### src/rtl/addsub_pkg.sv
package addsub_pkg;

    localparam int XLEN     = 64;
    localparam int HALF     = 32;
    localparam int IMM_W    = 16;
    localparam int IMM_SHFT = 16;
    localparam int NSEG     = XLEN / HALF;

    typedef enum logic [3:0] {
        OP_ADD    = 4'd0,
        OP_SUBF   = 4'd1,
        OP_ADDE   = 4'd2,
        OP_SUBFE  = 4'd3,
        OP_ADDME  = 4'd4,
        OP_SUBFME = 4'd5,
        OP_ADDZE  = 4'd6,
        OP_SUBFZE = 4'd7,
        OP_ADDI   = 4'd8,
        OP_ADDIS  = 4'd9,
        OP_SUBFIC = 4'd10
    } addsub_op_e;

    typedef enum logic [1:0] {
        CIN_ZERO = 2'd0,
        CIN_ONE  = 2'd1,
        CIN_FLAG = 2'd2
    } cin_sel_e;

    typedef enum logic [1:0] {
        BSEL_REG  = 2'd0,
        BSEL_ONES = 2'd1,
        BSEL_ZERO = 2'd2,
        BSEL_IMM  = 2'd3
    } bsel_e;

    typedef struct packed {
        logic     inv_a;
        logic     zero_a_ok;
        bsel_e    bsel;
        logic     imm_shift;
        cin_sel_e cin;
    } opnd_ctl_t;

    typedef struct packed {
        logic wr_ca;
        logic ov_ok;
        logic rc_ok;
    } flag_ctl_t;

    typedef struct packed {
        opnd_ctl_t opnd;
        flag_ctl_t flg;
    } op_ctl_t;

    typedef struct packed {
        logic [XLEN-1:0] x;
        logic [XLEN-1:0] y;
        logic            cin;
    } operands_t;

    typedef struct packed {
        logic [XLEN-1:0] sum;
        logic            c64;
        logic            c32;
        logic            v64;
        logic            v32;
    } sum_t;

    typedef struct packed {
        logic [XLEN-1:0] res;
        logic [1:0]      ca;
        logic            ca_we;
        logic [1:0]      ov;
        logic            ov_we;
        logic            so;
        logic            so_we;
        logic [3:0]      cr;
        logic            cr_we;
    } unit_out_t;

    function automatic logic [XLEN-1:0] sext_imm(input logic [IMM_W-1:0] imm);
        return {{(XLEN-IMM_W){imm[IMM_W-1]}}, imm};
    endfunction

    function automatic op_ctl_t decode_op(input logic [3:0] op);
        op_ctl_t c;
        c.opnd.inv_a     = 1'b0;
        c.opnd.zero_a_ok = 1'b0;
        c.opnd.bsel      = BSEL_REG;
        c.opnd.imm_shift = 1'b0;
        c.opnd.cin       = CIN_ZERO;
        c.flg.wr_ca      = 1'b0;
        c.flg.ov_ok      = 1'b0;
        c.flg.rc_ok      = 1'b0;
        case (op)
            OP_ADD: begin
                c.flg.ov_ok = 1'b1;
                c.flg.rc_ok = 1'b1;
            end
            OP_SUBF: begin
                c.opnd.inv_a = 1'b1;
                c.opnd.cin   = CIN_ONE;
                c.flg.ov_ok  = 1'b1;
                c.flg.rc_ok  = 1'b1;
            end
            OP_ADDE, OP_SUBFE, OP_ADDME, OP_SUBFME, OP_ADDZE, OP_SUBFZE: begin
                c.opnd.inv_a = op[0];
                c.opnd.cin   = CIN_FLAG;
                c.opnd.bsel  = (op[2:1] == 2'b01) ? BSEL_REG :
                               (op[2:1] == 2'b10) ? BSEL_ONES : BSEL_ZERO;
                c.flg.wr_ca  = 1'b1;
                c.flg.ov_ok  = 1'b1;
                c.flg.rc_ok  = 1'b1;
            end
            OP_ADDI: begin
                c.opnd.zero_a_ok = 1'b1;
                c.opnd.bsel      = BSEL_IMM;
            end
            OP_ADDIS: begin
                c.opnd.zero_a_ok = 1'b1;
                c.opnd.bsel      = BSEL_IMM;
                c.opnd.imm_shift = 1'b1;
            end
            OP_SUBFIC: begin
                c.opnd.inv_a = 1'b1;
                c.opnd.bsel  = BSEL_IMM;
                c.opnd.cin   = CIN_ONE;
                c.flg.wr_ca  = 1'b1;
            end
            default: begin
                c.opnd.cin = CIN_ZERO;
            end
        endcase
        return c;
    endfunction

endpackage

### src/rtl/addsub_operands.sv
module addsub_operands
    import addsub_pkg::*;
(
    input  logic             clk,
    input  logic             rst,
    input  opnd_ctl_t        ctl,
    input  logic [XLEN-1:0]  a_i,
    input  logic [XLEN-1:0]  b_i,
    input  logic [IMM_W-1:0] imm_i,
    input  logic             ra_zero_i,
    input  logic             ca_in,
    output operands_t        opnd_o
);

    logic [XLEN-1:0] a_eff;
    logic [XLEN-1:0] imm_ext;
    logic [XLEN-1:0] imm_val;

    always_comb begin
        a_eff   = (ctl.zero_a_ok && ra_zero_i) ? '0 : a_i;
        imm_ext = sext_imm(imm_i);
        imm_val = ctl.imm_shift ? (imm_ext << IMM_SHFT) : imm_ext;
    end

    always_comb begin
        opnd_o.x = ctl.inv_a ? ~a_eff : a_eff;
        case (ctl.bsel)
            BSEL_REG:  opnd_o.y = b_i;
            BSEL_ONES: opnd_o.y = '1;
            BSEL_ZERO: opnd_o.y = '0;
            default:   opnd_o.y = imm_val;
        endcase
        case (ctl.cin)
            CIN_ONE:  opnd_o.cin = 1'b1;
            CIN_FLAG: opnd_o.cin = ca_in;
            default:  opnd_o.cin = 1'b0;
        endcase
    end

    AST_RA_ZERO_FORCES_A: assert property (@(posedge clk) disable iff (rst)
        (ctl.zero_a_ok && ra_zero_i && !ctl.inv_a) |-> (opnd_o.x == '0));

    AST_SHIFT_LOW_CLEAR: assert property (@(posedge clk) disable iff (rst)
        (ctl.bsel == BSEL_IMM && ctl.imm_shift) |-> (opnd_o.y[IMM_SHFT-1:0] == '0));

endmodule

### src/rtl/addsub_core.sv
module addsub_core
    import addsub_pkg::*;
(
    input  logic      clk,
    input  logic      rst,
    input  operands_t opnd_i,
    output sum_t      sum_o
);

    logic [NSEG:0]   cy;
    logic [XLEN-1:0] sum_w;

    assign cy[0] = opnd_i.cin;

    for (genvar g = 0; g < NSEG; g++) begin : g_seg
        logic [HALF:0] part;
        assign part = {1'b0, opnd_i.x[g*HALF +: HALF]}
                    + {1'b0, opnd_i.y[g*HALF +: HALF]}
                    + {{HALF{1'b0}}, cy[g]};
        assign sum_w[g*HALF +: HALF] = part[HALF-1:0];
        assign cy[g+1]               = part[HALF];
    end

    logic [XLEN-1:0] axb;
    assign axb = opnd_i.x ^ opnd_i.y;

    always_comb begin
        sum_o.sum = sum_w;
        sum_o.c64 = cy[NSEG];
        sum_o.c32 = cy[1];
        sum_o.v64 = (cy[NSEG] ^ sum_w[XLEN-1]) & ~axb[XLEN-1];
        sum_o.v32 = (cy[1] ^ sum_w[HALF-1]) & ~axb[HALF-1];
    end

    AST_FULL_SUM: assert property (@(posedge clk) disable iff (rst)
        {sum_o.c64, sum_o.sum} ==
        ({1'b0, opnd_i.x} + {1'b0, opnd_i.y} + {{XLEN{1'b0}}, opnd_i.cin}));

    AST_OV_SIGNS: assert property (@(posedge clk) disable iff (rst)
        sum_o.v64 |-> (opnd_i.x[XLEN-1] == opnd_i.y[XLEN-1]) &&
                      (sum_o.sum[XLEN-1] != opnd_i.x[XLEN-1]));

    AST_OV32_SIGNS: assert property (@(posedge clk) disable iff (rst)
        sum_o.v32 |-> (opnd_i.x[HALF-1] == opnd_i.y[HALF-1]) &&
                      (sum_o.sum[HALF-1] != opnd_i.x[HALF-1]));

endmodule

### src/rtl/addsub_flags.sv
module addsub_flags
    import addsub_pkg::*;
(
    input  logic       clk,
    input  logic       rst,
    input  flag_ctl_t  ctl,
    input  logic       oe_i,
    input  logic       rc_i,
    input  sum_t       sum_i,
    input  logic [1:0] ca_i,
    input  logic [1:0] ov_i,
    input  logic       so_i,
    output unit_out_t  out_o
);

    logic neg, zero, ov_wr;

    always_comb begin
        neg   = sum_i.sum[XLEN-1];
        zero  = (sum_i.sum == '0);
        ov_wr = ctl.ov_ok & oe_i;

        out_o.res   = sum_i.sum;
        out_o.ca_we = ctl.wr_ca;
        out_o.ca    = ctl.wr_ca ? {sum_i.c32, sum_i.c64} : ca_i;
        out_o.ov_we = ov_wr;
        out_o.ov    = ov_wr ? {sum_i.v32, sum_i.v64} : ov_i;
        out_o.so_we = ov_wr;
        out_o.so    = so_i | (ov_wr & sum_i.v64);
        out_o.cr    = {neg, ~neg & ~zero, zero, out_o.so};
        out_o.cr_we = rc_i & ctl.rc_ok;
    end

    AST_SO_STICKY: assert property (@(posedge clk) disable iff (rst)
        so_i |-> out_o.so);

    AST_CR_ONE_CLASS: assert property (@(posedge clk) disable iff (rst)
        $onehot(out_o.cr[3:1]));

    AST_OV_NEEDS_OE: assert property (@(posedge clk) disable iff (rst)
        out_o.ov_we |-> oe_i);

endmodule

### src/rtl/int_addsub_flags.sv
module int_addsub_flags
    import addsub_pkg::*;
#(
    parameter bit OUT_REG = 1'b1
) (
    input  logic             clk,
    input  logic             rst,
    input  logic [3:0]       op_i,
    input  logic             oe_i,
    input  logic             rc_i,
    input  logic             ra_zero_i,
    input  logic [XLEN-1:0]  a_i,
    input  logic [XLEN-1:0]  b_i,
    input  logic [IMM_W-1:0] imm_i,
    input  logic [1:0]       ca_i,
    input  logic [1:0]       ov_i,
    input  logic             so_i,
    output logic [XLEN-1:0]  res_o,
    output logic [1:0]       ca_o,
    output logic             ca_we_o,
    output logic [1:0]       ov_o,
    output logic             ov_we_o,
    output logic             so_o,
    output logic             so_we_o,
    output logic [3:0]       cr_o,
    output logic             cr_we_o
);

    op_ctl_t   ctl;
    operands_t opnd;
    sum_t      sum;
    unit_out_t comb_out;
    unit_out_t out;

    assign ctl = decode_op(op_i);

    addsub_operands u_operands (
        .clk       (clk),
        .rst       (rst),
        .ctl       (ctl.opnd),
        .a_i       (a_i),
        .b_i       (b_i),
        .imm_i     (imm_i),
        .ra_zero_i (ra_zero_i),
        .ca_in     (ca_i[0]),
        .opnd_o    (opnd)
    );

    addsub_core u_core (
        .clk    (clk),
        .rst    (rst),
        .opnd_i (opnd),
        .sum_o  (sum)
    );

    addsub_flags u_flags (
        .clk   (clk),
        .rst   (rst),
        .ctl   (ctl.flg),
        .oe_i  (oe_i),
        .rc_i  (rc_i),
        .sum_i (sum),
        .ca_i  (ca_i),
        .ov_i  (ov_i),
        .so_i  (so_i),
        .out_o (comb_out)
    );

    if (OUT_REG) begin : g_out_reg
        unit_out_t q;
        always_ff @(posedge clk) begin
            if (rst) q <= '0;
            else     q <= comb_out;
        end
        assign out = q;
    end else begin : g_out_comb
        assign out = comb_out;
    end

    assign res_o   = out.res;
    assign ca_o    = out.ca;
    assign ca_we_o = out.ca_we;
    assign ov_o    = out.ov;
    assign ov_we_o = out.ov_we;
    assign so_o    = out.so;
    assign so_we_o = out.so_we;
    assign cr_o    = out.cr;
    assign cr_we_o = out.cr_we;

    AST_SO_WE_WITH_OV: assert property (@(posedge clk) disable iff (rst)
        so_we_o |-> ov_we_o);

    AST_CR_SO_COPY: assert property (@(posedge clk) disable iff (rst)
        cr_o[0] == so_o);

endmodule

### config.mk
export PLATFORM = sky130hd
export DESIGN_NAME = int_addsub_flags
export DESIGN_NICKNAME = d
export VERILOG_FILES = /design/src/rtl/addsub_pkg.sv /design/src/rtl/addsub_operands.sv /design/src/rtl/addsub_core.sv /design/src/rtl/addsub_flags.sv /design/src/rtl/int_addsub_flags.sv
export SDC_FILE = /design/constraint.sdc
export NUM_CORES = 1
export LEC_CHECK = 0
export BUFFER_PORTS_ARGS = -buffer_cell sky130_fd_sc_hd__buf_4
export CAP_MARGIN = 40
export CORE_ASPECT_RATIO = 1.4
export CORE_MARGIN = 2
export CORE_UTILIZATION = 54
export CTS_CLUSTER_SIZE = 24
export DETAILED_ROUTE_END_ITERATION = 10
export PLACE_DENSITY = 0.82
export SYNTH_ARGS = -nofsm -noshare
export SYNTH_HDL_FRONTEND = slang
export SYNTH_HIERARCHICAL = 1
export SYNTH_SLANG_ARGS = --single-unit
### constraint.sdc
create_clock -name clk -period 8.6 [get_ports clk]
set_clock_uncertainty 0.1 [all_clocks]
set_input_delay 1.72 -clock clk [delete_from_list [all_inputs] [get_ports clk]]
set_output_delay 1.72 -clock clk [all_outputs]
set_load 0.01 [all_outputs]
Yosys cells after proc, flatten, opt, wreduce, memory -nomap -nowiden
Index checks and enable logic that the tools add are counted.

storage, ports and cells
  register bits after elaboration = 76
  bits of input ports = 158
  word-level logic and storage cells = 69

cells by class
  add/subtract/negate cells = 4
  equal/unequal tests = 16
  mux-type cells = 16
  bitwise gates (word level) = 15
  reduce and logical (&&, ||, !) cells = 10

operators with widths
  operator                                                               number
  64-bit case mux with 3 select lines                                    1
  64-bit two-way mux                                                     2
  32-bit by 32-bit adder with 33-bit output                              2
  33-bit by 1-bit adder with 33-bit output                               2
  64-bit logical NOT                                                     1
  64-bit NOT                                                             1
  64-bit XOR                                                             1
  31-bit two-way mux                                                     1
  4-bit by 3-bit equality test with 1-bit output, second input constant  4
  4-bit equality test, second input constant                             3
  2-bit two-way mux                                                      5
  4-bit by 2-bit equality test with 1-bit output, second input constant  2
  2-bit case mux with 2 select lines                                     2
  8-bit OR reduction                                                     1
  7-bit OR reduction                                                     1
  1-bit bitwise AND                                                      6
  2-bit by 1-bit equality test with 1-bit output, second input constant  3
  2-bit equality test, second input constant                             3
  6-bit OR reduction                                                     1
  4-bit by 1-bit equality test with 1-bit output, second input constant  1
  4-bit logical NOT                                                      1
  1-bit NOT                                                              4
  1-bit case mux with 2 select lines                                     2
  2-bit OR reduction                                                     2
  6 further kinds                                                        9

Longest topological paths before layout
Gate-level depths: netlist of the first run.

  depth after elaboration = 14
  depth in mapped cells = 33
  mapped depth without buffers = 32

Hierarchy
The synthesis of the first run kept the hierarchy.

by module, submodules not included
  module            times used  cells an instance  area each (um^2)  sequential area each (um^2)
  addsub_core       1           514                3,588.4           0.0
  int_addsub_flags  1           183                2,197.1           1,541.5
  addsub_operands   1           297                1,724.2           0.0
  addsub_flags      1           100                758.2             0.0

Least setup slack after synthesis of the first run
No wires, ideal clock.

  kind = input to register
  start = input op_i[1]
  end = register g_out_reg.q (netlist bit cr_o[1])
  setup time = 0.065 ns
  data arrival time = 7.684 ns
  required time = 8.435 ns
  path slack = 0.751 ns
  stages = 32
  cells stage by stage = inv_1 ha_1 inv_1 o32ai_1 buf_2 buf_2 a21oi_1 inv_1 fa_1 inv_1 fa_1 a21o_1 a221oi_2 a21oi_2 a31oi_4 a21oi_1 o41ai_2 o21a_1 fa_1 fa_1 nand2b_1 a21oi_1 o211ai_1 o22ai_2 a31oi_1 o21ai_1 a211o_1 nor4_1 nand4_1 nor4_2 buf_4 nor2b_1

RTL lines
  what                  RTL line                source
  start, declared       int_addsub_flags.sv:8   input logic [3:0] op_i,
  end signal, assigned  int_addsub_flags.sv:73  else q <= comb_out;
  end, declared         int_addsub_flags.sv:70  unit_out_t q;

==> results.json, run 1 <==
{
  "numPortBuffers": 234,
  "final_nets": 1457,
  "synth-seq-cells": 77,
  "synthesis.area_um2": 8268,
  "start_kind": "primary input",
  "ys.flop_type": "dfxtp_1",
  "post-cts-setup-buffers": 0,
  "slowest_stage": "ha_1",
  "min_path_cells": 3,
  "drc": 0,
  "ys_top_cells_by_count": "nand2_1 (114), a21oi_1 (110), xnor2_1 (98), nor2b_1 (88), dfxtp_1 (77)",
  "drive_above_1_share_pct": 23.81,
  "tightest_slew_ps": 827.9,
  "dieWidth_um": 108.6,
  "syn_area_per_cell_um2": 7.558,
  "wire_per_inst_um": 18.46,
  "n_antenna_cell": 0,
  "worstPathArrival_ps": 8120,
  "cts_resized": 0,
  "ioPinCount": 235,
  "syn-num-nets": 1321,
  "outcome": "finished clean",
  "antenna_found_initial": 0,
  "yosys.area.top_type": "dfxtp_1",
  "cts_buffers": 9,
  "syn_inst": 1094,
  "area_delta_synth_final_pct": 19.78,
  "cts_tree": "done",
  "hold_path.class": "primary input to flop",
  "p_leak_nw": 4.708,
  "synth_seq_area_share_pct": 18.64,
  "finalHoldViolations": 0,
  "viasPerCell": 5.730,
  "end_kind": "flop",
  "slew-limit-headroom_pct": 44.30,
  "dieHeight_um": 150.4,
  "first_pass_iters": 5,
  "async_flop_share_pct": 0,
  "dp.cells": 1411,
  "numClockSinks": 77,
  "cp_data_required_time_ps": 8690,
  "grt_pass1_wl_um": 39770,
  "wl_um": 26340,
  "max_freq_mhz": 124.6,
  "grt-ovfl-total": 0,
  "drtIter0Drc": 542,
  "hold_end": "so_o",
  "rsz0062_at_grt": "false",
  "gp_congestion": 1.016,
  "cap_violations": 0,
  "cts_hold_buffers": 0,
  "final_cells": 1427,
  "fin_crit_sh_pct": 93.30,
  "cts.htree.levels": 3,
  "clockBufferDepth": 2,
  "crit_fanout": 16,
  "ys_warn_count": 6,
  "synth_most_common_cell": "nand2_1",
  "grt_pass1_vias": 7972,
  "synth_edf_count": 0,
  "dp_hpwl_um": 21500,
  "ant_nets": 0,
  "coreArea_um2": 14990,
  "clk_pin_slew_worst_paths_ps": 60,
  "ir_drop_mv": 0.09361,
  "fin_setup_tns_ps": 0,
  "whs_ps": 1603,
  "worstHoldStart": "so_i",
  "via_count": 8177,
  "setup_violations": 0,
  "yosysUniqueCellTypes": 68,
  "grt_max_degree": 78,
  "grtUsageTotal_pct": 31.70,
  "period_minus_slack_ps": 8024,
  "power.density_nw_per_um2": 217.6,
  "rows": 53,
  "synth.area.top_cells": "dfxtp_1 (19%), xnor2_1 (10%), ha_1 (9.8%)",
  "slew_violations": 0,
  "dieArea_um2": 16330,
  "clockRootBuffer": "clkbuf_16",
  "path_class": "primary input to flop",
  "netlist.area_leader.share_pct": 18.64,
  "initial_core_util_pct": 55.17,
  "max_stage_delay_ps": 450
}
## power by group
part           internal, mW  switching, mW
Sequential            0.455         0.0305
Combinational         0.584          0.730
Clock                 0.203          0.153
## metrics by stage
stage | worst slack [ps] | utilization [%] | power [mW] | instance area [um^2]
after detailed placement | 319.7 | 64.22 | 1.777 | 9624
after global routing | 185.3 | 66.08 | 2.285 | 9903
after CTS | 655.6 | 66.08 | 2.144 | 9903
final | 575.8 | 66.08 | 2.155 | 9903
after global placement | 458.1 | 64.22 | 1.776 | 9624
after floorplan | 751.1 | - | 1.555 | 8268
## kinds of logic (layout without fill, tap and decap cells)
kind of cell,after synthesis,count (layout),synth area share (%)
buffers and inverters,189,330,12.45
xor gates and xnor gates,120,120,12.71
DFF,77,77,18.64
adders and majority gates,69,69,10.81
muxes,7,7,0.9836
AOI/OAI and AO/OA,293,293,23.00
and+or+nand+nor,339,339,21.40
## layout by cell type, fill, tap and decap left out, types with 9 or more instances in the layout
master,instances
a21o_1,26
a21oi_1,110
a221o_1,14
a31oi_1,11
buf_4,247
clkbuf_16,9
dfxtp_1,77
ha_1,65
inv_1,66
nand2_1,113
nand2b_1,31
nand3_1,10
nand4_1,15
nor2_1,38
nor2b_1,88
nor4_1,13
o21a_1,9
o21ai_0,25
o21ai_1,40
xnor2_1,98
xor2_1,22
## metal layers
layer	track usage, %	vias up	routed length [um]
met4	20.64	0	1711
li1	-	3954	-
met1	33.03	3728	9583
met2	58.16	400	13360
met5	0	-	0
met3	4.589	95	1684
## area by class of cell
cell class / count / area [um^2]
fillers: 1326 / 5084
multi-input cells: 828 / 5737
repair buffers: 247 / 1854
clock buffers: 11 / 242.7
well taps: 192 / 240.2
clock inverters: 5 / 36.28
flip-flops and latches: 77 / 1541
inverters: 67 / 251.5
## critical path: cells and delay by family
kind            cells  cell delay, ps
simple gates        8            1270
fa+ha+maj           4            1530
buf+inv             5             640
compound gates     14            2950
## worst max-delay path by stage
stage	from	endpoint	slack, ps
after floorplan	op_i[1]	cr_o[1]	750
after global placement	op_i[1]	cr_o[2]	460
after detailed placement	op_i[1]	cr_o[2]	320
after CTS	op_i[1]	cr_o[2]	660
after global routing	op_i[1]	cr_o[2]	190
final	op_i[1]	cr_o[2]	580
## flip-flops by register name (all words and copies together), names as in the netlist
name and flops:
ov_we_o 1, cr_we_o 1, ca_we_o 1, cr_o 4, so_o 1, ca_o 2
so_we_o 1, res_o 64, ov_o 2
No activity file was read; power rests on OpenSTA's default activity.
==> inputs of run 2 (changes only) <==
--- a/config.mk
+++ b/config.mk
@@ -8,11 +8,12 @@
 export BUFFER_PORTS_ARGS = -buffer_cell sky130_fd_sc_hd__buf_4
 export CAP_MARGIN = 40
 export CORE_ASPECT_RATIO = 1.4
-export CORE_MARGIN = 2
+export CORE_MARGIN = 1.5
 export CORE_UTILIZATION = 54
 export CTS_CLUSTER_SIZE = 24
 export DETAILED_ROUTE_END_ITERATION = 10
 export PLACE_DENSITY = 0.82
+export SLEW_MARGIN = 30
 export SYNTH_ARGS = -nofsm -noshare
 export SYNTH_HDL_FRONTEND = slang
 export SYNTH_HIERARCHICAL = 1
==> results.json, run 2 (synthesis gave the netlist of run 1 again) <==
{
  "dieWidth_um": 107.6,
  "crit_fanout": 6,
  "clockRootBuffer": "clkbuf_16",
  "fin_crit_sh_pct": 92.28,
  "slew-limit-headroom_pct": 48.51,
  "worst_slack_ps": 663.7,
  "dieHeight_um": 149.4,
  "grt_pass1_vias": 8046,
  "grt_max_degree": 78,
  "slowest_stage": "fa_1",
  "dp_hpwl_um": 21770,
  "viasPerCell": 5.776,
  "initial_core_util_pct": 55.17,
  "ioPinCount": 235,
  "max_stage_delay_ps": 400,
  "end_kind": "flop",
  "numClockSinks": 77,
  "fillCellCount": 1377,
  "area_delta_synth_final_pct": 19.73,
  "coreArea_um2": 14990,
  "cap_violations": 0,
  "clk_pin_slew_worst_paths_ps": 70,
  "drive_above_1_share_pct": 23.82,
  "cts.htree.levels": 3,
  "grtUsageTotal_pct": 32.56,
  "rsz0062_at_grt": "false",
  "antenna_found_initial": 0,
  "cts_tree": "done",
  "cts_resized": 0,
  "ant_nets": 0,
  "placed_cell_area_um2": 9617,
  "fin_setup_tns_ps": 0,
  "grt_pass1_wl_um": 40680,
  "path_class": "primary input to flop",
  "final_cell_mix": "buf_4 (246), nand2_1 (113), a21oi_1 (110)",
  "fin_area_um2": 9899,
  "hold_path.class": "primary input to flop",
  "post-cts-setup-buffers": 0,
  "whs_ps": 1576,
  "gp_congestion": 0.9730,
  "outcome": "finished clean",
  "worstPathArrival_ps": 8030,
  "largest_reg_flops": 64,
  "p_leak_nw": 4.712,
  "rows": 53,
  "startpoint": "op_i[1]",
  "max_freq_mhz": 126.0,
  "tightest_slew_ps": 772.3,
  "path_common_cell": "fa_1",
  "critPathCapture": "cr_o[2]",
  "setup_violations": 0,
  "start_kind": "primary input",
  "numPortBuffers": 234,
  "drtIter0Drc": 607,
  "wl_um": 26530,
  "via_count": 8236,
  "pre_cts_ws_ps": 350.1,
  "period_minus_slack_ps": 7936,
  "drc": 0,
  "cp_data_required_time_ps": 8690,
  "clockBufferDepth": 2,
  "finalHoldViolations": 0,
  "final_core_utilization_pct": 66.05,
  "final_common_cell": "buf_4",
  "final_nets": 1456,
  "power.density_nw_per_um2": 218.7,
  "grt-ovfl-total": 0,
  "ir_drop_mv": 0.09288,
  "dieArea_um2": 16070,
  "cts_buffers": 9,
  "wire_per_inst_um": 18.60,
  "cts_hold_buffers": 0,
  "slew_violations": 0,
  "first_pass_iters": 5,
  "n_antenna_cell": 0
}
==> run 2: cell type report <==
cell class	count	area (um^2)	share of cell area [%]
clock buffers	9	225.2	2.275
clock inverters	7	57.56	0.5814
inverters	67	251.5	2.540
multi-input cells	828	5737	57.95
flip-flops and latches	77	1541	15.57
well taps	192	240.2	2.427
repair buffers	246	1847	18.66
==> run 2: how the worst min path moves through the flow <==
stage	slack (ps)	cells after the start	endpoint	from
global route	1600	3	cr_o[0]	so_i
floorplan	1830	2	cr_o[0]	so_i
detailed placement	1920	3	cr_o[0]	so_i
global placement	1920	3	so_o	so_i
CTS	1570	3	cr_o[0]	so_i
finish	1580	3	cr_o[0]	so_i
==> run 2: stage by stage <==
| stage | instances | total power [mW] |
|---|---|---|
| after global routing | 1426 | 2.296 |
| final | 1426 | 2.165 |
| after CTS | 1426 | 2.157 |
| after global placement | 1410 | 1.773 |
| after detailed placement | 1410 | 1.781 |
| after floorplan | 1094 | 1.555 |
==> run 2: worst max-delay path: cells and delay by family <==
kind / cells / cell delay, ps
AO/OA/AOI/OAI: 15 / 3530
AND/OR/NAND/NOR: 8 / 1110
buffers and inverters: 4 / 380
adder cells (fa/ha/maj): 5 / 1240
==> run 2: layer usage <==
metal	share of wire, %	track usage, %	vias to the layer above
met2	52	60.41	441
met4	5.8	19.41	0
met3	6.4	3.876	95
met5	0	0	-
li1	-	-	3963
met1	36	34.81	3737
==> run 2: power by group <==
group          switching [mW]  total, mW  internal [mW]
Sequential             0.0330      0.488          0.455
Clock                   0.166      0.366          0.200
Combinational           0.729       1.31          0.582
==> inputs of run 3 (changes only) <==
--- a/config.mk
+++ b/config.mk
@@ -13,6 +13,7 @@
 export CTS_CLUSTER_SIZE = 24
 export DETAILED_ROUTE_END_ITERATION = 10
 export PLACE_DENSITY = 0.82
+export RECOVER_POWER = 25
 export SLEW_MARGIN = 30
 export SYNTH_ARGS = -nofsm -noshare
 export SYNTH_HDL_FRONTEND = slang
==> results.json, run 3 (synthesis gave the netlist of run 1 again) <==
{
  "outcome": "finished clean",
  "critPathTopFamily": "compound AO/OA/AOI/OAI gates",
  "worstPathArrival_ps": 8030,
  "cts_hold_buffers": 0,
  "drtIter0Drc": 604,
  "viasPerCell": 5.783,
  "placed_cell_area_um2": 9617,
  "rsz0062_at_grt": "false",
  "clk_pin_slew_worst_paths_ps": 70,
  "fillCellCount": 1407,
  "cp_num_buf_inv": 5,
  "wire_per_inst_um": 18.63,
  "setup_violations": 0,
  "cts_buffers": 9,
  "final_nets": 1456,
  "multi_input_area_um2": 5737,
  "first_pass_iters": 6,
  "hold_path.class": "primary input to flop",
  "antenna_found_initial": 0,
  "final_core_utilization_pct": 65.20,
  "drive_above_1_share_pct": 21.07,
  "fin_setup_tns_ps": 0,
  "slew-limit-headroom_pct": 48.23,
  "end_kind": "flop",
  "fin_crit_sh_pct": 92.34,
  "finalHoldViolations": 0,
  "largest_reg_flops": 64,
  "numClockSinks": 77,
  "period_minus_slack_ps": 7941,
  "worstHoldStart": "so_i",
  "dieArea_um2": 16070,
  "start_kind": "primary input",
  "fin_area_um2": 9772,
  "grt_max_degree": 78,
  "gp_congestion": 0.9730,
  "slew_violations": 0,
  "tightest_slew_ps": 776.5,
  "slowest_stage": "ha_1",
  "area_delta_synth_final_pct": 18.19,
  "cts_resized": 0,
  "initial_core_util_pct": 55.17,
  "cp_data_required_time_ps": 8690,
  "cts.htree.levels": 3,
  "hold_end": "cr_o[0]",
  "ant_nets": 0,
  "drc": 0,
  "wl_um": 26570,
  "ioPinCount": 235,
  "path_class": "primary input to flop",
  "clockBufferDepth": 2,
  "max_stage_delay_ps": 460,
  "grt-ovfl-total": 0,
  "dieHeight_um": 149.4,
  "max_freq_mhz": 125.9,
  "p_leak_nw": 4.577,
  "post-cts-setup-buffers": 0,
  "grt_pass1_vias": 8046,
  "cts_tree": "done",
  "dp_hpwl_um": 21770,
  "grt_pass1_wl_um": 40680,
  "regArea_um2": 1541,
  "coreArea_um2": 14990,
  "via_count": 8246,
  "clockRootBuffer": "clkbuf_16",
  "dieWidth_um": 107.6,
  "min_path_cells": 3,
  "rows": 53,
  "ir_drop_mv": 0.08958,
  "numPortBuffers": 234,
  "final_cell_mix": "buf_4 (212), nand2_1 (113), a21oi_1 (110)",
  "power.density_nw_per_um2": 218.1,
  "grtUsageTotal_pct": 32.56,
  "crit_fanout": 12,
  "n_antenna_cell": 0,
  "cap_violations": 0,
  "final_common_cell": "buf_4"
}
[run 3: how the worst max path moves through the flow]
stage / startpoint / endpoint / slack [ps] / cells after the start
floorplan: op_i[1] / cr_o[1] / 750 / 32
global placement: op_i[1] / cr_o[2] / 530 / 31
detailed placement: op_i[1] / cr_o[2] / 350 / 32
CTS: op_i[1] / cr_o[2] / 690 / 32
global route: op_i[1] / cr_o[2] / 130 / 31
finish: op_i[1] / cr_o[2] / 660 / 31
[run 3: per-layer routing]
| metal | GRT usage (%) | up-vias | part of all wire, % |
|---|---|---|---|
| li1 | - | 3964 | - |
| met1 | 34.81 | 3760 | 36 |
| met2 | 60.41 | 427 | 52 |
| met3 | 3.876 | 95 | 6.7 |
| met4 | 19.41 | 0 | 5.9 |
| met5 | 0 | - | 0 |
[run 3: power breakdown]
group / switching [mW] / internal (mW) / leakage (nW)
combinational: 0.731 / 0.548 / 3.80
sequential: 0.0323 / 0.455 / 0.641
clock: 0.166 / 0.200 / 0.135
[run 3: layout make-up]
cell class,instances,share of cell area (%)
Timing Repair Buffer,246,17.59
Multi-Input combinational cell,828,58.71
Sequential cell,77,15.77
Clock buffer,9,2.305
Inverter,67,2.574
Clock inverter,7,0.5890
Tap cell,192,2.458
[run 3: metrics by stage]
step | hold slack (ps) | worst slack, ps | cells | total power [mW]
floorplan | 1832 | 751.1 | 1094 | 1.555
global placement | 1920 | 527.2 | 1410 | 1.773
detailed placement | 1923 | 350.1 | 1410 | 1.781
CTS | 1572 | 693.9 | 1426 | 2.157
global route | 1601 | 133.5 | 1426 | 2.260
finish | 1576 | 658.9 | 1426 | 2.132
[run 3: tightest hold or removal path, cell delays in order]
cell	delay [ps]
buf_4	80
a21o_1	70
nor2b_1	110
